<file path="config.mk">
export PLATFORM = sky130hd
export DESIGN_NAME = pp_gate_ctrl
export DESIGN_NICKNAME = d
export VERILOG_FILES = /design/src/rtl/pp_pkg.sv /design/src/rtl/pp_retry_timer.sv /design/src/rtl/pp_fault_fsm.sv /design/src/rtl/pp_phase_gen.sv /design/src/rtl/pp_gate_ctrl.sv
export SDC_FILE = /design/constraint.sdc
export NUM_CORES = 1
export LEC_CHECK = 0
export BUFFER_PORTS_ARGS = -buffer_cell sky130_fd_sc_hd__buf_2
export CAP_MARGIN = 20
export CORE_ASPECT_RATIO = 1.5
export CORE_UTILIZATION = 40
export DETAILED_ROUTE_END_ITERATION = 7
export GPL_TIMING_DRIVEN = 1
export PLACE_DENSITY = 0.63
export RECOVER_POWER = 50
export SLEW_MARGIN = 20
export SYNTH_ARGS = -nofsm -noshare
export SYNTH_HDL_FRONTEND = slang
export SYNTH_SLANG_ARGS = --single-unit
</file>
<file path="constraint.sdc">
create_clock -name clk -period 0.9 [get_ports clk]
set_input_delay 0.09 -clock clk [delete_from_list [all_inputs] [get_ports clk]]
set_output_delay 0.09 -clock clk [all_outputs]
set_load 0.1 [all_outputs]
</file>
<file path="src/rtl/pp_pkg.sv">
package pp_pkg;
  typedef enum logic [1:0] {
    ST_OFF  = 2'd0,
    ST_RUN  = 2'd1,
    ST_ILIM = 2'd2,
    ST_HOT  = 2'd3
  } pp_state_e;
endpackage

</file>
<file path="src/rtl/pp_retry_timer.sv">
module pp_retry_timer #(
  parameter int WIN_CYCLES = 4096
) (
  input  logic clk,
  input  logic rst_n,
  input  logic count_en,
  output logic win_done
);
  localparam int CW = (WIN_CYCLES > 1) ? $clog2(WIN_CYCLES) : 1;
  localparam logic [CW-1:0] LAST = CW'(WIN_CYCLES - 1);

  logic [CW-1:0] cnt_q, cnt_d;

  assign win_done = count_en && (cnt_q == LAST);

  always_comb begin
    if (count_en && !win_done) cnt_d = cnt_q + 1'b1;
    else                       cnt_d = '0;
  end

  always_ff @(posedge clk or negedge rst_n) begin
    if (!rst_n) cnt_q <= '0;
    else        cnt_q <= cnt_d;
  end


  idle_clear_chk: assert property (@(posedge clk) disable iff (!rst_n)
    !count_en |=> cnt_q == '0);
endmodule

</file>
<file path="src/rtl/pp_fault_fsm.sv">
module pp_fault_fsm
  import pp_pkg::*;
(
  input  logic      clk,
  input  logic      rst_n,
  input  logic      en_i,
  input  logic      oc_i,
  input  logic      ot_i,
  input  logic      uv_i,
  input  logic      win_done_i,
  output pp_state_e st_o
);
  pp_state_e st_q, st_d;

  always_comb begin
    st_d = st_q;
    if (!en_i || uv_i) begin
      st_d = ST_OFF;
    end else if (ot_i) begin
      st_d = ST_HOT;
    end else begin
      unique case (st_q)
        ST_OFF:  st_d = ST_RUN;
        ST_HOT:  st_d = ST_RUN;
        ST_RUN:  st_d = oc_i ? ST_ILIM : ST_RUN;
        ST_ILIM: st_d = (win_done_i && !oc_i) ? ST_RUN : ST_ILIM;
        default: st_d = ST_OFF;
      endcase
    end
  end

  always_ff @(posedge clk or negedge rst_n) begin
    if (!rst_n) st_q <= ST_OFF;
    else        st_q <= st_d;
  end

  assign st_o = st_q;


  hot_exit_chk: assert property (@(posedge clk) disable iff (!rst_n)
    st_q == ST_HOT |=> st_q != ST_ILIM);
endmodule

</file>
<file path="src/rtl/pp_phase_gen.sv">
module pp_phase_gen (
  input  logic clk,
  input  logic rst_n,
  input  logic run_i,
  output logic gate_a_o,
  output logic gate_b_o
);
  logic ph_q, ph_d;

  always_comb begin
    if (run_i) ph_d = ~ph_q;
    else       ph_d = 1'b0;
  end

  always_ff @(posedge clk or negedge rst_n) begin
    if (!rst_n) ph_q <= 1'b0;
    else        ph_q <= ph_d;
  end

  assign gate_a_o = run_i && !ph_q;
  assign gate_b_o = run_i &&  ph_q;


  no_overlap_chk: assert property (@(posedge clk) disable iff (!rst_n)
    !(gate_a_o && gate_b_o));


  a_first_chk: assert property (@(posedge clk) disable iff (!rst_n)
    $rose(run_i) |-> gate_a_o);


  alternate_chk: assert property (@(posedge clk) disable iff (!rst_n)
    gate_a_o |=> (gate_b_o || !run_i));
endmodule

</file>
<file path="src/rtl/pp_gate_ctrl.sv">
module pp_gate_ctrl
  import pp_pkg::*;
#(
  parameter int WIN_CYCLES = 4096
) (
  input  logic clk,
  input  logic rst_n,
  input  logic en,
  input  logic oc_flag,
  input  logic ot_flag,
  input  logic uv_flag,
  output logic gate_a,
  output logic gate_b,
  output logic ilim_low,
  output logic stat_ilim,
  output logic stat_therm
);
  logic [1:0] rst_pipe;
  logic       rst_sync_n;
  logic       win_done;
  logic       run;
  pp_state_e  st;

  always_ff @(posedge clk or negedge rst_n) begin
    if (!rst_n) rst_pipe <= 2'b00;
    else        rst_pipe <= {rst_pipe[0], 1'b1};
  end
  assign rst_sync_n = rst_pipe[1];

  pp_fault_fsm u_fsm (
    .clk        (clk),
    .rst_n      (rst_sync_n),
    .en_i       (en),
    .oc_i       (oc_flag),
    .ot_i       (ot_flag),
    .uv_i       (uv_flag),
    .win_done_i (win_done),
    .st_o       (st)
  );

  pp_retry_timer #(.WIN_CYCLES(WIN_CYCLES)) u_timer (
    .clk      (clk),
    .rst_n    (rst_sync_n),
    .count_en (st == ST_ILIM),
    .win_done (win_done)
  );

  assign run = (st == ST_RUN) || (st == ST_ILIM);

  pp_phase_gen u_phase (
    .clk      (clk),
    .rst_n    (rst_sync_n),
    .run_i    (run),
    .gate_a_o (gate_a),
    .gate_b_o (gate_b)
  );

  assign ilim_low   = (st == ST_ILIM);
  assign stat_ilim  = (st == ST_ILIM);
  assign stat_therm = (st == ST_HOT);


  disable_off_chk: assert property (@(posedge clk) disable iff (!rst_sync_n)
    !en |=> !gate_a && !gate_b && !stat_ilim && !stat_therm);


  uv_off_chk: assert property (@(posedge clk) disable iff (!rst_sync_n)
    uv_flag |=> !gate_a && !gate_b && !stat_ilim && !stat_therm);


  hot_off_chk: assert property (@(posedge clk) disable iff (!rst_sync_n)
    (ot_flag && en && !uv_flag) |=> !gate_a && !gate_b && stat_therm);


  oc_trip_chk: assert property (@(posedge clk) disable iff (!rst_sync_n)
    (oc_flag && en && !uv_flag && !ot_flag && (gate_a || gate_b)) |=> ilim_low);
endmodule

</file>
==> impl_metrics.yaml <==
status:
  status: "finished with violations"
  violations: "negative setup slack"
timing:
  drv_slew: 0
  hold_viol_final: 0
  grt_setup_unrepaired: "true"
  timing.fmax_ghz: 0.646
  setup_ws_ns: -0.648
  timing.hold.ws_ns: 0.0859
  period_minus_slack_ns: 1.55
  setup_viol: 20
  clock_skew_ns: 0.00119
  setup_tns_ns: -10.77
  final.period_utilization: 1.72
global_routing:
  antenna_found_initial: 0
  grt_pass1_vias: 840
  gr-usage-all-layers: 0.243
  grt_pass1_wl_mm: 3.66
  top_usage_layer: "met2"
  grt_util_met1: 0.248
  use_met2: 0.429
  grtUsageMet3: 0.0264
  grt_overflow: 0
  grt_max_degree: 16
place:
  gp_congestion: 0.823
  preCtsSetupSlack_ns: -0.571
  dp_hpwl_mm: 1.45
  io_buffer_count: 10
  placed_area_mm2: 0.00127
  dp_cells: 144
power_and_ir_drop:
  p_per_area_mw_per_mm2: 1080
  vdd_drop_max_uv: 856
  total_power_mw: 1.61
  p_leak_nw: 0.630
floorplan:
  die_y_um: 58.7
  rows: 20
  core_area_mm2: 0.00203
  start_util: 0.423
  fp.dieW_um: 39.8
  io_pins: 11
  die-area_mm2: 0.00234
drt:
  routed_via_density: 5.35
  routed-via-count: 851
  first_pass_iters: 4
  routed_wl_mm: 2.46
  wl_per_cell_um: 15.5
  drtIter0Drc: 7
  route.detailed.drc: 0
  drtAntennaViolNets: 0
cells_and_area:
  nets: 148
  fillCellCount: 141
  post-route-util: 0.733
  final_area_mm2: 0.00149
  syn2layout_area_growth_pct: 73.3
  multi_input_area_um2: 512
  fin_cells: 159
  drive_gt1_frac: 0.606
  final_cell_mix: "buf_4 (32), dfrtp_1 (17), a21oi_2 (6), buf_12 (6), buf_6 (6)"
  final_common_cell: "buf_4"
  n_antenna_cell: 0
  final-seq-area_um2: 425
min_path:
  hold_class: "in -> async"
critical_path:
  crit_chain: "nand4_1, or4_1, a211oi_2"
  crit_path_start_kind: "flip-flop"
  cp.arrival_ns: 1.78
  worst_path_max_delay_cell: "or4_1"
  crit_type: "reg -> reg"
  endpoint_kind: "flip-flop"
  max_stage_delay_ns: 0.59
  worstPathMaxFanout: 6
  crit_required_ns: 1.13
logic_synthesis:
  synth-seq-cells: 17
  syn_avg_cell_area_um2: 10.1
  synthCells: 85
  seq_area_frac_synth: 0.496
  ys_types: 29
  yosysWarnings: 0
  syn_area_um2: 857
  syn_nets: 95
clock_tree:
  clkSinkCount: 17
  cts_tree: "yes"
  htree_num_levels: 1
  cts_buffer_depth: 2
  clk_latency_ns: 0.31
  path_clk_slew_ns: 0.10
  cts_buffers: 3
  cts-root-buf: "clkbuf_4"
run:
  cap_violations: 0
## Yosys cell counts
master | number | share of area
dfrtp_1 | 17 | 0.50
a21oi_1 | 8 | 0.047
inv_1 | 7 | 0.031
nor2_1 | 6 | 0.026
ha_1 | 4 | 0.058
nand3_1 | 4 | 0.023
o21ai_0 | 4 | 0.023
or4_1 | 4 | 0.035
nand2_1 | 3 | 0.013
nand4_1 | 3 | 0.022
or3_1 | 3 | 0.022
nand2b_1 | 2 | 0.015
o31ai_1 | 2 | 0.018
or3_2 | 2 | 0.018
xnor2_1 | 2 | 0.020
a211oi_1 | 1 | 0.0088
buf_2 | 1 | 0.0058
buf_4 | 1 | 0.0088
buf_6 | 1 | 0.013
conb_1 | 1 | 0.0044
nand3_2 | 1 | 0.012
nor2b_1 | 1 | 0.0073
nor3_1 | 1 | 0.0058
nor3b_1 | 1 | 0.0088
nor4_1 | 1 | 0.0073
o211ai_1 | 1 | 0.0088
o22ai_1 | 1 | 0.0073
o31ai_4 | 1 | 0.025
xor2_1 | 1 | 0.010
## sequential cells by signal, indices dropped and copies added, names as in the netlist
| signal | cells |
|---|---|
| u_timer.cnt_q | 12 |
| u_fsm.st_o | 2 |
| u_phase.ph_q | 1 |
| rst_pipe | 2 |
## final timing paths
kind	startpoint	end	slack (ns)	cells past startpoint
hold / removal	rst_n	rst_pipe[1]	0.09	2
setup reg to reg	u_timer.cnt_q[7]	u_fsm.st_o[0]	-0.65	3
max in group asynchronous	rst_pipe[1]	u_timer.cnt_q[10]	0.35	1
setup / recovery	u_timer.cnt_q[7]	u_fsm.st_o[0]	-0.65	3
hold reg to reg	rst_pipe[1]	u_phase.ph_q	0.28	1
min in group clk	ot_flag	u_fsm.st_o[1]	0.10	3
## report_power, final
| group | internal (mW) | switching (mW) | total [mW] |
|---|---|---|---|
| combinational | 0.169 | 0.213 | 0.382 |
| sequential | 0.782 | 0.0142 | 0.796 |
| clock | 0.167 | 0.265 | 0.431 |
## metal layers
layer / share of wire / wire (um) / vias up
li1: - / - / 404
met5: 0 / 0 / -
met1: 0.37 / 905 / 413
met3: 0.024 / 60 / 9
met2: 0.56 / 1390 / 25
met4: 0.045 / 111 / 0
## final cells by class
cell class / count / share of cell area
inverter: 7 / 0.0177
tap: 22 / 0.0185
clock inverter: 1 / 0.00337
sequential: 17 / 0.286
multi-input combinational: 58 / 0.345
clock buffer: 3 / 0.0152
timing repair buffer: 51 / 0.314
## logic make-up after synthesis
family,after synthesis,share of synthesized area
compound gates,18,0.137
xor+xnor,3,0.0307
fa+ha+maj,4,0.0584
buf+inv,10,0.0584
flops,17,0.496
other cells,1,0.00438
simple gates,32,0.215
## repair_timing
action	in CTS	in global routing
hold endpoints to repair	2	0
pin swaps	7	4
buffers inserted	5	5
hold buffers	1	0
setup endpoints to repair	20	20
resized for setup	17	10
## worst max-delay path: cells and delay by family (launching register included)
kind,cells,cell delay [ns]
and+or+nand+nor,2,0.85
DFF,1,0.41
AOI/OAI and AO/OA,1,0.21
(Power assumes the default switching activity.)
